$ cat src/rtl/cpx_pkg.sv
package cpx_pkg;

  typedef enum logic [2:0] {
    OP_ZEXT_B = 3'd0,
    OP_SEXT_B = 3'd1,
    OP_ZEXT_H = 3'd2,
    OP_SEXT_H = 3'd3,
    OP_INVERT = 3'd4,
    OP_MULLO  = 3'd5,
    OP_PASS_6 = 3'd6,
    OP_PASS_7 = 3'd7
  } cpx_op_e;

endpackage

$ cat src/rtl/cpx_operand_fetch.sv
module cpx_operand_fetch #(
  parameter int DATA_W   = 32,
  parameter int CREG_W   = 3,
  parameter int RF_AW    = 5,
  parameter int WIN_BASE = 8
) (
  input  logic [CREG_W-1:0] spec_a,
  input  logic [CREG_W-1:0] spec_b,
  input  logic [DATA_W-1:0] rdata_a,
  input  logic [DATA_W-1:0] rdata_b,
  input  logic              byp_valid,
  input  logic [RF_AW-1:0]  byp_addr,
  input  logic [DATA_W-1:0] byp_data,
  output logic [RF_AW-1:0]  raddr_a,
  output logic [RF_AW-1:0]  raddr_b,
  output logic [DATA_W-1:0] opnd_a,
  output logic [DATA_W-1:0] opnd_b
);

  localparam int NPORT = 2;
  localparam logic [RF_AW-1:0] BASE_L = RF_AW'(WIN_BASE);

  logic [CREG_W-1:0] spec  [NPORT];
  logic [DATA_W-1:0] rdat  [NPORT];
  logic [RF_AW-1:0]  addr  [NPORT];
  logic [DATA_W-1:0] value [NPORT];

  assign spec[0] = spec_a;
  assign spec[1] = spec_b;
  assign rdat[0] = rdata_a;
  assign rdat[1] = rdata_b;

  // one address former and one bypass mux per read port
  for (genvar p = 0; p < NPORT; p++) begin : g_port
    assign addr[p]  = BASE_L + RF_AW'(spec[p]);
    assign value[p] = (byp_valid && (byp_addr == addr[p])) ? byp_data : rdat[p];
  end

  assign raddr_a = addr[0];
  assign raddr_b = addr[1];
  assign opnd_a  = value[0];
  assign opnd_b  = value[1];

endmodule

$ cat src/rtl/cpx_unary_alu.sv
module cpx_unary_alu
  import cpx_pkg::*;
#(
  parameter int DATA_W = 32
) (
  input  cpx_op_e           op,
  input  logic [DATA_W-1:0] opnd,
  output logic [DATA_W-1:0] result
);

  localparam int BYTE_W = 8;
  localparam int HALF_W = 16;

  always_comb begin
    unique case (op)
      OP_ZEXT_B: result = {{(DATA_W-BYTE_W){1'b0}}, opnd[BYTE_W-1:0]};
      OP_SEXT_B: result = {{(DATA_W-BYTE_W){opnd[BYTE_W-1]}}, opnd[BYTE_W-1:0]};
      OP_ZEXT_H: result = {{(DATA_W-HALF_W){1'b0}}, opnd[HALF_W-1:0]};
      OP_SEXT_H: result = {{(DATA_W-HALF_W){opnd[HALF_W-1]}}, opnd[HALF_W-1:0]};
      OP_INVERT: result = opnd ^ {DATA_W{1'b1}};
      default:   result = opnd;
    endcase
  end

endmodule

$ cat src/rtl/cpx_iter_mul.sv
module cpx_iter_mul #(
  parameter int DATA_W     = 32,
  parameter int DIGIT_BITS = 4
) (
  input  logic              clk,
  input  logic              rst,
  input  logic              start,
  input  logic [DATA_W-1:0] mcand,
  input  logic [DATA_W-1:0] mplier,
  output logic              busy,
  output logic              fin,
  output logic [DATA_W-1:0] result
);

  localparam int STEPS = DATA_W / DIGIT_BITS;
  localparam int CNT_W = $clog2(STEPS + 1);

  logic [DATA_W-1:0] mc_q, mp_q, acc_q;
  logic [CNT_W-1:0]  cnt_q;
  logic              busy_q;
  logic [DATA_W-1:0] pp [DIGIT_BITS];
  logic [DATA_W-1:0] digit_sum;
  logic [DATA_W-1:0] acc_nxt;

  // partial products of one multiplier digit, truncated to DATA_W
  for (genvar g = 0; g < DIGIT_BITS; g++) begin : g_pp
    assign pp[g] = mp_q[g] ? (mc_q << g) : '0;
  end

  always_comb begin
    digit_sum = '0;
    for (int i = 0; i < DIGIT_BITS; i++) begin
      digit_sum = digit_sum + pp[i];
    end
  end

  assign acc_nxt = acc_q + digit_sum;

  always_ff @(posedge clk) begin
    if (rst) begin
      busy_q <= 1'b0;
      cnt_q  <= '0;
      mc_q   <= '0;
      mp_q   <= '0;
      acc_q  <= '0;
    end else if (busy_q) begin
      mc_q  <= mc_q << DIGIT_BITS;
      mp_q  <= mp_q >> DIGIT_BITS;
      acc_q <= acc_nxt;
      cnt_q <= cnt_q - CNT_W'(1);
      if (cnt_q == CNT_W'(1)) begin
        busy_q <= 1'b0;
      end
    end else if (start) begin
      busy_q <= 1'b1;
      cnt_q  <= CNT_W'(STEPS);
      mc_q   <= mcand;
      mp_q   <= mplier;
      acc_q  <= '0;
    end
  end

  assign busy   = busy_q;
  assign fin    = busy_q && (cnt_q == CNT_W'(1));
  assign result = acc_nxt;

endmodule

$ cat src/rtl/cprime_exec_unit.sv
module cprime_exec_unit
  import cpx_pkg::*;
#(
  parameter int DATA_W     = 32,
  parameter int CREG_W     = 3,
  parameter int RF_AW      = 5,
  parameter int WIN_BASE   = 8,
  parameter int DIGIT_BITS = 4
) (
  input  logic              clk,
  input  logic              rst,
  input  logic              in_valid,
  output logic              in_ready,
  input  logic [2:0]        in_op,
  input  logic [CREG_W-1:0] in_rd,
  input  logic [CREG_W-1:0] in_rs2,
  output logic [RF_AW-1:0]  rf_raddr_a,
  output logic [RF_AW-1:0]  rf_raddr_b,
  input  logic [DATA_W-1:0] rf_rdata_a,
  input  logic [DATA_W-1:0] rf_rdata_b,
  output logic              wb_valid,
  output logic [RF_AW-1:0]  wb_addr,
  output logic [DATA_W-1:0] wb_data
);

  cpx_op_e           op_e;
  logic              accept;
  logic              is_mul;
  logic [DATA_W-1:0] op_a, op_b;
  logic [DATA_W-1:0] alu_res;
  logic              mul_busy, mul_fin;
  logic [DATA_W-1:0] mul_res;
  logic [RF_AW-1:0]  mul_dst_q;

  assign op_e     = cpx_op_e'(in_op);
  assign is_mul   = (op_e == OP_MULLO);
  assign in_ready = ~mul_busy;
  assign accept   = in_valid & in_ready;

  cpx_operand_fetch #(
    .DATA_W  (DATA_W),
    .CREG_W  (CREG_W),
    .RF_AW   (RF_AW),
    .WIN_BASE(WIN_BASE)
  ) u_fetch (
    .spec_a   (in_rd),
    .spec_b   (in_rs2),
    .rdata_a  (rf_rdata_a),
    .rdata_b  (rf_rdata_b),
    .byp_valid(wb_valid),
    .byp_addr (wb_addr),
    .byp_data (wb_data),
    .raddr_a  (rf_raddr_a),
    .raddr_b  (rf_raddr_b),
    .opnd_a   (op_a),
    .opnd_b   (op_b)
  );

  cpx_unary_alu #(
    .DATA_W(DATA_W)
  ) u_alu (
    .op    (op_e),
    .opnd  (op_a),
    .result(alu_res)
  );

  cpx_iter_mul #(
    .DATA_W    (DATA_W),
    .DIGIT_BITS(DIGIT_BITS)
  ) u_mul (
    .clk   (clk),
    .rst   (rst),
    .start (accept && is_mul),
    .mcand (op_a),
    .mplier(op_b),
    .busy  (mul_busy),
    .fin   (mul_fin),
    .result(mul_res)
  );

  always_ff @(posedge clk) begin
    if (rst) begin
      mul_dst_q <= '0;
    end else if (accept && is_mul) begin
      mul_dst_q <= rf_raddr_a;
    end
  end

  // registered write-back; unary accept and multiply finish never coincide
  always_ff @(posedge clk) begin
    if (rst) begin
      wb_valid <= 1'b0;
      wb_addr  <= '0;
      wb_data  <= '0;
    end else if (accept && !is_mul) begin
      wb_valid <= 1'b1;
      wb_addr  <= rf_raddr_a;
      wb_data  <= alu_res;
    end else if (mul_fin) begin
      wb_valid <= 1'b1;
      wb_addr  <= mul_dst_q;
      wb_data  <= mul_res;
    end else begin
      wb_valid <= 1'b0;
    end
  end

endmodule

$ cat config.mk
export PLATFORM = sky130hd
export DESIGN_NAME = cprime_exec_unit
export DESIGN_NICKNAME = d
export VERILOG_FILES = /design/src/rtl/cpx_pkg.sv /design/src/rtl/cpx_operand_fetch.sv /design/src/rtl/cpx_unary_alu.sv /design/src/rtl/cpx_iter_mul.sv /design/src/rtl/cprime_exec_unit.sv
export SDC_FILE = /design/constraint.sdc
export NUM_CORES = 1
export LEC_CHECK = 0
export BUFFER_PORTS_ARGS = -buffer_cell sky130_fd_sc_hd__buf_4
export CAP_MARGIN = 20
export CORE_ASPECT_RATIO = 1.1
export CORE_MARGIN = 1.5
export CORE_UTILIZATION = 51
export DETAILED_ROUTE_END_ITERATION = 8
export HOLD_SLACK_MARGIN = 0.15
export PLACE_DENSITY = 0.73
export SYNTH_ARGS = -nofsm -noshare
export SYNTH_HDL_FRONTEND = slang
export SYNTH_HIERARCHICAL = 1
export SYNTH_SLANG_ARGS = --single-unit
$ cat constraint.sdc
create_clock -name clk -period 4.58 [get_ports clk]
set_input_delay 0.229 -clock clk [delete_from_list [all_inputs] [get_ports clk]]
set_output_delay 0.229 -clock clk [all_outputs]
set_load 0.005 [all_outputs]
==> qor.yml, run 1 <==
synth-edff-count: 0
viasPerCell: 5.723
start_util_pct: 52.06
drc: 0
core_area_um2: 24470
final_area_um2: 15050
n_antenna_cell: 0
reg2regPathDepth: 19
regToRegEndpoint: "wb_data[24]"
multi_input_area_um2: 8830
first_pass_iters: 7
required_ps: 4920
synth-compound-area-share_pct: 16.48
synth_top_family_by_area: "adder cells"
final-setup-viol-count: 0
fmax_mhz: 220.4
pre_cts_ws_ps: -107.2
detail_route.wl_per_cell_um: 18.97
path_common_cell: "fa_1"
place.gp.congestion: 0.9299
critPathLaunch: "u_mul/mp_q[3]"
tightest_slew_ps: 1150
cpPeakStageDelay_ps: 520
crit_fanout: 19
worstReg2RegStart: "u_mul/mp_q[3]"
cts_tree: "yes"
combPwrFrac_pct: 14.2
final_net_count: 1819
clock_sinks: 144
grt_max_degree: 62
critPathArrivalTime_ps: 4880
finClkSkew_ps: 15.01
hold_viol_final: 0
grt_first_pass_wirelength_mm: 58.13
finalCriticalPeriod_ps: 4537
fill_cells: 2082
slew_headroom_pct: 23.33
yosys_warnings: 6
sw_frac_of_total_pct: 28.10
drtAntennaViolNets: 0
synthAdderAreaFrac_pct: 17.07
setup_ws_ps: 43.06
ir_worst_vdd_uv: 223.0
cts_root_buf: "clkbuf_16"
synth_top_cell_by_area: "dfxtp_1"
row_count: 60
syn_to_final_growth_pct: 18.15
path_class: "flop to flop"
die_w_um: 153.7
synth_top_area_share_pct: 22.63
end_kind: "flop"
finalMaxSlewViolations: 0
clkLatencyLatePin_ps: 430
cts_buffers: 17
muxShareOfSynthArea_pct: 14.15
p_leak_nw: 6.445
htreeDepth: 4
hold_start: "rf_rdata_b[29]"
dieArea_um2: 25940
hold_end: "u_mul/mp_q[29]"
cap_violations: 0
p_per_area_nw_per_um2: 216.6
status: "finished, final reports clean"
vias: 11130
fin_crit_sh_pct: 99.06
io_pins: 125
yosysSeqAreaShare_pct: 22.63
async_reset_ff_share_pct: 0
min_path_cells: 4
post-dp-hpwl_mm: 26.42
regArea_um2: 2903
synth_xor_xnor_area_share_pct: 2.809
path_cells: "buf_12 -> nand2_1 -> fa_1 -> inv_2 -> fa_1 -> inv_1 -> fa_1 -> inv_2 -> ha_4 -> buf_6 -> o21a_1 -> nor2_2 -> a311o_2 -> and2_4 -> o211ai_2 -> a31oi_1 -> xnor2_1 -> mux2i_1 -> a211oi_2"
p_sw_w: 0.0009163
drive_above_1_share_pct: 25.20
synth_seq_cells: 144
hold_path.class: "input port to flop"
intPower_w: 0.002345
synth_ff_type: "dfxtp_1"
clkTransAtPathRegs_ps: 70
cpMaxStageDelayCell: "fa_1"
first_global_vias: 10940
rsz0062_at_grt: "true"
place_area_um2: 13960
port_buffers: 120
wirelength_mm: 36.90
syn_inst: 1507
synth-simple-area-share_pct: 15.97
rrSetupSlack_ps: 40
seqPwrFrac_pct: 41.7
cp-start-kind: "flop"
synthDistinctLibCells: 75
drtIter0Drc: 1137
die_h_um: 168.8
share_clk_of_total_power_pct: 44.0
track_usage_pct: 27.96
synth_area_um2: 12740
clockBufferDepth: 2
grt.overflow.total: 0
antenna_found_initial: 0
yosys-top-cells-area: "dfxtp_1 23%, fa_1 14%, mux2i_1 8.4%"
avgSynthCellArea_um2: 8.455
==> power by group through the flow <==
stage | sequential [W] | combinational (W) | clock (W)
floorplan | 0.00136 | 0.000295 | 0
global placement | 0.00139 | 0.000438 | 0
detailed placement | 0.00139 | 0.000446 | 0
CTS | 0.00136 | 0.000452 | 0.00144
global route | 0.00137 | 0.000499 | 0.00149
finish | 0.00136 | 0.000464 | 0.00144
==> worst max path at each step <==
| stage | end | slack, ps | cells past startpoint |
|---|---|---|---|
| floorplan | wb_data[31] | 40 | 19 |
| global placement | wb_data[30] | 60 | 19 |
| detailed placement | wb_data[29] | -110 | 17 |
| CTS | wb_data[29] | -10 | 16 |
| global route | wb_data[28] | -90 | 20 |
| finish | wb_data[24] | 40 | 19 |
==> cell families (layout without fill, tap and decap cells) <==
logic type | count (synthesis) | after routing
AND/OR/NAND/NOR | 437 | 437
buffers and inverters | 305 | 431
AO/OA/AOI/OAI | 286 | 286
multiplexers | 172 | 172
flip-flops | 144 | 144
adder cells (fa/ha/maj) | 121 | 121
XOR/XNOR | 40 | 40
other | 2 | 4
==> critical path: cells and delay by family (launching register included) <==
kind	cells	cell delay, ps
XOR/XNOR	1	260
flip-flops	1	390
buffers and inverters	5	400
AND/OR/NAND/NOR	3	350
AO/OA/AOI/OAI	5	1130
adder cells (fa/ha/maj)	4	1790
multiplexers	1	130
==> state kept, by name (all words and copies together), names as in the netlist <==
register / count
mul_dst_q: 5
u_mul/acc_q: 32
u_mul/busy: 1
u_mul/cnt_q: 4
u_mul/mc_q: 32
u_mul/mp_q: 32
wb_addr: 5
wb_data: 32
wb_valid: 1
==> what timing repair did <==
action / 4_1_cts / 5_1_grt
gates cloned: 0 / 1
setup buffers: 0 / 9
pin swaps: 5 / 27
resized for setup: 9 / 73
setup endpoints to repair: 10 / 18
hold buffers: 3 / 0
endpoints found under the hold margin: 3 / 0
==> cell usage after synthesis, drive strengths merged (4+ instances only) <==
| master | n |
|---|---|
| inv | 196 |
| nor2 | 161 |
| dfxtp | 144 |
| nand2 | 120 |
| mux2i | 107 |
| a21oi | 98 |
| fa | 88 |
| mux2 | 65 |
| nor3 | 60 |
| buf | 56 |
| clkbuf | 52 |
| and2 | 44 |
| a211oi | 41 |
| o21ai | 36 |
| ha | 33 |
| o21a | 33 |
| o211ai | 23 |
| xor2 | 21 |
| xnor2 | 19 |
| a21o | 15 |
| nand2b | 14 |
| or3 | 9 |
| a22o | 7 |
| a31oi | 5 |
| nand3 | 5 |
| nand4 | 5 |
| o2111ai | 5 |
| a32o | 4 |
| o21bai | 4 |
==> routing by layer <==
layer	wire length [um]	track usage (%)	vias up
li1	-	-	5193
met1	16140	39.09	5401
met2	17010	45.37	492
met3	3108	4.557	45
met4	640	6.585	0
met5	0	0	-
==> stage by stage <==
step | utilization, % | TNS, ps | power, W | hold slack, ps | cells
3_3_place_gp | 57.02 | 0 | 0.001824 | 454.5 | 1899
6_report | 61.51 | 0 | 0.003261 | 179.1 | 1945
3_5_place_dp | 57.02 | -176.7 | 0.001834 | 465.8 | 1899
2_1_floorplan | - | 0 | 0.001655 | 412.6 | 1509
5_1_grt | 61.51 | -448.6 | 0.003353 | 219.0 | 1945
4_1_cts | 59.72 | -11.04 | 0.003252 | 174.6 | 1934
==> placed cells by master (no fill, tap or decap), types with 7 or more instances in the layout <==
| cell type | Yosys | layout |
|---|---|---|
| inv_1 | 196 | 191 |
| o211ai_2 | 14 | 14 |
| nand2_1 | 120 | 116 |
| o211ai_1 | 9 | 9 |
| nand2b_1 | 14 | 14 |
| buf_4 | 12 | 193 |
| nor3_1 | 59 | 57 |
| a22o_1 | 7 | 7 |
| a21o_1 | 13 | 13 |
| xnor2_1 | 19 | 18 |
| a21oi_1 | 96 | 89 |
| nor2_1 | 160 | 158 |
| ha_4 | 0 | 10 |
| fa_1 | 88 | 87 |
| clkbuf_16 | 0 | 18 |
| a21oi_2 | 2 | 9 |
| and2_1 | 42 | 39 |
| o21ai_1 | 10 | 12 |
| a211oi_2 | 21 | 20 |
| ha_1 | 33 | 18 |
| o21a_1 | 33 | 33 |
| o21ai_0 | 24 | 22 |
| xor2_1 | 20 | 20 |
| dfxtp_1 | 144 | 138 |
| mux2i_1 | 107 | 105 |
| mux2_2 | 60 | 60 |
| a211oi_1 | 20 | 18 |
==> layout make-up <==
cell class | instances | area share (%)
well taps | 310 | 2.577
clock inverters | 13 | 1.014
flip-flops and latches | 144 | 19.28
inverters | 196 | 4.887
repair buffers | 203 | 10.64
multi-input cells | 1060 | 58.66
clock buffers | 19 | 2.942
Note: power is estimated with default switching activity, not from simulation.
==> run 2: changes to the inputs <==
--- a/config.mk
+++ b/config.mk
@@ -12,7 +12,7 @@
 export CORE_UTILIZATION = 51
 export DETAILED_ROUTE_END_ITERATION = 8
 export HOLD_SLACK_MARGIN = 0.15
-export PLACE_DENSITY = 0.73
+export PLACE_DENSITY = 0.7
 export SYNTH_ARGS = -nofsm -noshare
 export SYNTH_HDL_FRONTEND = slang
 export SYNTH_HIERARCHICAL = 1
==> constraint.sdc (replaced) <==
create_clock -name clk -period 5.3 [get_ports clk]
set_input_delay 0.265 -clock clk [delete_from_list [all_inputs] [get_ports clk]]
set_output_delay 0.265 -clock clk [all_outputs]
set_load 0.005 [all_outputs]
==> run 2 against run 1 <==
Net effect: cell count down 3.0%; first-iteration DRC count down 25%; combinational power down 17%; critical path type unchanged; critical endpoint unchanged; largest cell class unchanged; largest power group unchanged.
==> qor.yml, run 2 (synthesis results as in run 1) <==
end_kind: "flop"
path_cells: "buf_4 -> nand2_1 -> fa_1 -> inv_1 -> fa_1 -> inv_1 -> fa_1 -> inv_1 -> ha_1 -> o2111ai_1 -> a311o_2 -> and2_4 -> o211ai_2 -> a31oi_1 -> xnor2_1 -> mux2i_1 -> a211oi_2"
drtIter0Drc: 858  # -25%
finalMaxSlewViolations: 0  # unchanged
crit_fanout: 27  # +8
cp.buffers_inverters: 4  # -1
p_leak_nw: 6.128  # -4.9%
viasPerCell: 5.668  # -0.96%
cpPeakStageDelay_ps: 530  # about the same
cpMaxStageDelayCell: "fa_1"
cts_buffers: 17  # unchanged
slew_headroom_pct: 22.35  # -0.97 points
drc: 0  # unchanged
clock_sinks: 144  # unchanged
drive_above_1_share_pct: 18.77  # -6.4 points
syn_to_final_growth_pct: 11.50
finalSetupTns_ps: 0  # unchanged
first_global_vias: 10440  # -4.6%
path_delay_family: "adder cells"
track_usage_pct: 27.28  # -0.69 points
vias: 10700  # -3.9%
hold_start: "rf_rdata_b[28]"
row_count: 60  # unchanged
rsz0062_at_grt: "false"
clockBufferDepth: 2  # unchanged
grt_max_degree: 89  # +44%
combPwrFrac_pct: 13.8  # -0.4 points
htreeDepth: 4  # unchanged
drtAntennaViolNets: 0  # unchanged
required_ps: 5640  # +720 ps
finalCriticalPeriod_ps: 4925  # +388.0 ps
seqPwrFrac_pct: 42.4  # +0.7 points
worstReg2RegStart: "u_mul/mp_q[2]"
grt.overflow.total: 0  # unchanged
cts_tree: "yes"
die_h_um: 168.8  # unchanged
ir_worst_vdd_uv: 197.9  # -11%
share_clk_of_total_power_pct: 43.8  # -0.2 points
io_pins: 125  # unchanged
fmax_mhz: 203.0  # -7.9%
n_antenna_cell: 0  # unchanged
port_buffers: 120  # unchanged
wirelength_mm: 34.95  # -5.3%
critPathArrivalTime_ps: 5270  # +390 ps
first_pass_iters: 5  # -2
p_sw_w: 0.0007473  # -18%
antenna_found_initial: 0  # unchanged
finClkSkew_ps: 12.92  # -2.087 ps
finalPower_w: 0.002784  # -15%
cp-start-kind: "flop"
place.gp.congestion: 0.9042  # -2.8%
dieArea_um2: 25940  # unchanged
critPathLaunch: "u_mul/mp_q[2]"
post-dp-hpwl_mm: 25.39  # -3.9%
final_common_cell: "inv_1"
layout_common_cells: "196 x inv_1, 160 x nor2_1, 143 x dfxtp_1"
die_w_um: 153.7  # unchanged
final_net_count: 1761  # -3.2%
sw_frac_of_total_pct: 26.84  # -1.3 points
core_area_um2: 24470  # unchanged
fin_crit_sh_pct: 92.92  # -6.1 points
final-setup-viol-count: 0  # unchanged
start_util_pct: 52.06  # unchanged
hold_path.class: "input port to flop"
hold_viol_final: 0  # unchanged
clkTransAtPathRegs_ps: 60  # about the same
intPower_w: 0.002037  # -13%
detail_route.wl_per_cell_um: 18.52  # -2.4%
cts_setup_buffers: 0  # unchanged
status: "finished, final reports clean"
grt_first_pass_wirelength_mm: 56.45  # -2.9%
path_class: "flop to flop"
cts_root_buf: "clkbuf_16"
p_per_area_nw_per_um2: 196.0  # -9.5%
cap_violations: 0  # unchanged
clkLatencyLatePin_ps: 430  # about the same
tightest_slew_ps: 1165  # +14.62 ps
-- run 2: changes by cell type in the layout (fill, tap and decap cells not counted), moves of 7 or more --
cell | before | now
ha_1 | 18 | 33
a21oi_2 | 9 | 2
buf_4 | 193 | 141
a21oi_1 | 89 | 96
ha_4 | 10 | 0
-- run 2: worst paths after layout --
| kind | to | slack (ps) | cells after the start |
|---|---|---|---|
| hold / removal | u_mul/mp_q[28] | 220 | 4 |
| hold reg to reg | u_mul/acc_q[25] | 470 | 1 |
| setup reg to reg | wb_data[24] | 380 | 17 |
| setup / recovery | wb_data[24] | 380 | 17 |
-- run 2: what timing repair did --
item | CTS | global route
hold buffers | 4 | 0
resized for setup | 0 | 0
hold endpoints to repair | 8 | 0
-- run 2: stage by stage --
stage | util, % | instance area, um^2 | cells | hold slack (ps) | setup WS, ps
4_1_cts | 58.05 | 14210 | 1887 | 203.1 | 415.0
5_1_grt | 58.05 | 14210 | 1887 | 204.3 | 83.24
6_report | 58.05 | 14210 | 1887 | 216.6 | 375.0
3_5_place_dp | 55.43 | 13570 | 1851 | 455.8 | 434.6
2_1_floorplan | - | 12750 | 1509 | 441.9 | 532.5
3_3_place_gp | 55.43 | 13570 | 1851 | 460.5 | 517.8
-- run 2: per-layer routing --
metal	GRT usage (%)	vias up	routed length, um	share of wire, %
met2	43.36	347	15720	45
met1	38.27	5209	16230	46
met5	0	-	0	0
met3	4.455	48	2299	6.6
li1	-	5091	-	-
met4	7.894	0	704	2.0
-- run 2: worst register-to-register path, stage by stage (launching register included) --
cell and delay (ps):
dfxtp_1 400, buf_4 360, nand2_1 130, fa_1 510
inv_1 50, fa_1 530, inv_1 50, fa_1 530
inv_1 40, ha_1 350, o2111ai_1 210, a311o_2 490
and2_4 200, o211ai_2 240, a31oi_1 160, xnor2_1 230
mux2i_1 120, a211oi_2 220
-- run 2: final cells by class --
type	count	area, um^2
fillers	2210	10270
clock buffers	20	467.9
repair buffers	145	1099
multi-input cells	1060	8497
clock inverters	12	132.6
well taps	310	387.9
flip-flops and latches	144	2887
inverters	196	735.7
-- run 2: power by group through the flow --
stage                     clock (W)  combinational, W  sequential, W
after global routing        0.00127          0.000414        0.00119
after floorplan                   0          0.000254        0.00118
after global placement            0          0.000370        0.00120
final                       0.00122          0.000384        0.00118
after detailed placement          0          0.000376        0.00120
after CTS                   0.00123          0.000381        0.00118
==> run 3: changes to the inputs <==
--- a/config.mk
+++ b/config.mk
@@ -5,6 +5,7 @@
 export SDC_FILE = /design/constraint.sdc
 export NUM_CORES = 1
 export LEC_CHECK = 0
+export ABC_AREA = 1
 export BUFFER_PORTS_ARGS = -buffer_cell sky130_fd_sc_hd__buf_4
 export CAP_MARGIN = 20
 export CORE_ASPECT_RATIO = 1.1
==> run 3 against run 2 <==
Net effect: synthesized cell count grew 47%; sequential cell count did not move; cell count up 40%; register-to-register slack got worse by 120 ps; sequential power barely moved; sequential share of layout area is 1.4 points lower; clock power about the same; critical path depth up 3; count of clock-buffer cells in the layout shrank 1; cell area up 7.1%; worst setup slack worse by 120 ps; total power up 1.1%.
==> qor.yml, run 3 <==
status: "finished, final reports clean"
viasPerCell: 5.273  # -7.0%
io_pins: 125  # unchanged
wirelength_mm: 42.55  # +22%
final_common_cell: "nand2_1"
cp-start-kind: "flop"
fin_crit_sh_pct: 95.23  # +2.3 points
intPower_w: 0.001989  # -2.3%
cts_setup_buffers: 0  # unchanged
synth_area_um2: 13750  # +7.9%
drtIter0Drc: 1450  # +69%
yosys-top-cells-area: "nand2_1 23%, dfxtp_1 21%, fa_1 13%"
finalSetupTns_ps: 0  # unchanged
hold_end: "u_mul/mp_q[5]"
finClkSkew_ps: 13.48  # +0.5576 ps
cts_buffers: 17  # unchanged
avgSynthCellArea_um2: 6.192  # -27%
drive_above_1_share_pct: 9.952  # -8.8 points
grt.overflow.total: 0  # unchanged
end_kind: "flop"
syn_to_final_growth_pct: 10.66
cts_root_buf: "clkbuf_16"
hold_start: "rf_rdata_b[5]"
syn_inst: 2221  # +47%
antenna_found_initial: 0  # unchanged
cts_tree: "yes"
min_path_cells: 7  # +3
row_count: 62  # +3.3%
yosysSeqAreaShare_pct: 20.96  # -1.7 points
n_antenna_cell: 0  # unchanged
clock_sinks: 144  # unchanged
synth_ff_type: "dfxtp_1"
hold_path.class: "input port to flop"
start_util_pct: 52.29  # +0.23 points
seqPwrFrac_pct: 42.1  # -0.3 points
grt_max_degree: 77  # -13%
hold_viol_final: 0  # unchanged
clkLatencyLatePin_ps: 430  # about the same
synthDistinctLibCells: 47  # -37%
clkTransAtPathRegs_ps: 60  # about the same
drc: 0  # unchanged
yosys_warnings: 6  # unchanged
hold_buffers: 0  # -4
die_h_um: 175.2  # +3.8%
place.gp.congestion: 0.9604  # +6.2%
cap_violations: 0  # unchanged
worstReg2RegStart: "u_mul/mp_q[2]"
p_sw_w: 0.0008250  # +10%
layout_common_cells: "849 x nand2_1, 415 x inv_1, 230 x nand3_1"
required_ps: 5570  # -70 ps
post-dp-hpwl_mm: 31.74  # +25%
path_class: "flop to flop"
vias: 13880  # +30%
tightest_slew_ps: 978.2  # -186.5 ps
track_usage_pct: 31.25  # +4.0 points
synth_top_cell_by_area: "nand2_1"
dieArea_um2: 27960  # +7.8%
sw_frac_of_total_pct: 29.31  # +2.5 points
fmax_mhz: 198.1  # -2.4%
yosysMostFrequentCell: "nand2_1"
async_reset_ff_share_pct: 0  # unchanged
combPwrFrac_pct: 14.8  # +1.0 points
utilization_pct: 57.87  # -0.18 points
htreeDepth: 4  # unchanged
final-setup-viol-count: 0  # unchanged
p_per_area_nw_per_um2: 184.9  # -5.6%
slew_headroom_pct: 34.79  # +12 points
port_buffers: 120  # unchanged
synth_top_area_share_pct: 23.17  # +0.55 points
grt_first_pass_wirelength_mm: 69.46  # +23%
crit_fanout: 18  # -33%
share_clk_of_total_power_pct: 43.1  # -0.7 points
final_area_um2: 15220  # +7.1%
ir_worst_vdd_uv: 229.5  # +16%
synth_common_cells: "849 x nand2_1, 415 x inv_1, 230 x nand3_1"
place_area_um2: 14620  # +7.8%
core_area_um2: 26300  # +7.5%
synth_seq_cells: 144  # unchanged
first_global_vias: 13050  # +25%
rrSetupSlack_ps: 250  # -120 ps
clockBufferDepth: 2  # unchanged
drtAntennaViolNets: 0  # unchanged
p_leak_nw: 8.483  # +38%
critPathArrivalTime_ps: 5320  # +50 ps
cts_resized: 0  # unchanged
synth-edff-count: 0  # unchanged
final_net_count: 2465  # +40%
finalMaxSlewViolations: 0  # unchanged
detail_route.wl_per_cell_um: 16.16  # -13%
finalCriticalPeriod_ps: 5047  # +122.4 ps
first_pass_iters: 6  # +1
regToRegEndpoint: "wb_data[25]"
die_w_um: 159.6  # +3.8%
reg2regPathDepth: 20  # +3
rsz0062_at_grt: "false"
## run 3: cell count changes after synthesis, moves of 21 or more
cell and delta:
mux2i_1 -107, a211oi_2 -21, nand2_1 +729, nand3b_1 +24
nor3_1 -53, inv_1 +219, mux2_2 -60, nor2_1 -114
nand3_1 +225, a22oi_1 +21, o21a_1 -33, and2_1 -28
## run 3: logic make-up (layout without fill, tap and decap cells)
kind of cell	after synthesis	in the layout	share of synthesized area [%]
AOI/OAI and AO/OA	156	156	6.378
xor gates and xnor gates	21	21	1.392
adders and majority gates	121	121	15.81
buffers and inverters	538	596	16.37
DFF	144	144	20.96
other	2	4	0.05461
and+or+nand+nor	1239	1239	39.03
## run 3: metal layers
layer,wire length [um],global-route usage (%),up-vias
li1,-,-,6802
met1,18890,43.65,6413
met2,19090,49.55,612
met3,3591,5.246,57
met4,980,9.316,0
met5,0,0,-
## run 3: worst max path at each step
| stage | startpoint | endpoint | slack [ps] | cells past startpoint |
|---|---|---|---|---|
| floorplan | u_mul/mp_q[2] | wb_data[31] | 1090 | 23 |
| global placement | u_mul/mp_q[2] | wb_data[25] | 350 | 20 |
| detailed placement | u_mul/mp_q[2] | wb_data[25] | 290 | 20 |
| CTS | u_mul/mp_q[2] | wb_data[25] | 280 | 20 |
| global route | u_mul/mp_q[2] | wb_data[25] | 80 | 20 |
| finish | u_mul/mp_q[2] | wb_data[25] | 250 | 20 |
## run 3: cell type report
class	instances	area, um^2
fillers	2627	11080
multi-input cells	1541	8643
flip-flops and latches	144	2887
inverters	424	1592
repair buffers	140	1076
clock buffers	19	442.9
well taps	352	440.4
clock inverters	13	137.6
## run 3: worst max-delay path, cell delays in order (launching register included)
cell	delay (ps)
dfxtp_1	720
buf_4	330
nand2_1	110
fa_1	530
inv_1	50
fa_1	470
inv_1	40
fa_1	470
inv_1	40
ha_1	420
nand2_1	170
nor2_1	280
nor3b_1	340
nand3_1	250
nand3_1	150
nand2_1	70
and2_1	190
nand2_1	70
nand2_1	60
nand2_1	60
a21oi_1	60
## run 3: power groups by stage
stage	combinational (W)	clock [W]	sequential, W
after floorplan	0.000270	0	0.00118
after global placement	0.000402	0	0.00121
after detailed placement	0.000408	0	0.00121
after CTS	0.000409	0.00122	0.00118
after global routing	0.000461	0.00127	0.00119
final	0.000417	0.00121	0.00119
## run 3: through the flow
stage	setup WS, ps	std cells	hold WS (ps)	total power (W)
CTS	278.9	2632	196.6	0.002815
global route	76.12	2633	227.0	0.002916
finish	252.7	2633	213.3	0.002814
detailed placement	294.1	2600	448.5	0.001613
floorplan	1087	2223	429.3	0.001449
global placement	346.1	2600	449.7	0.001609
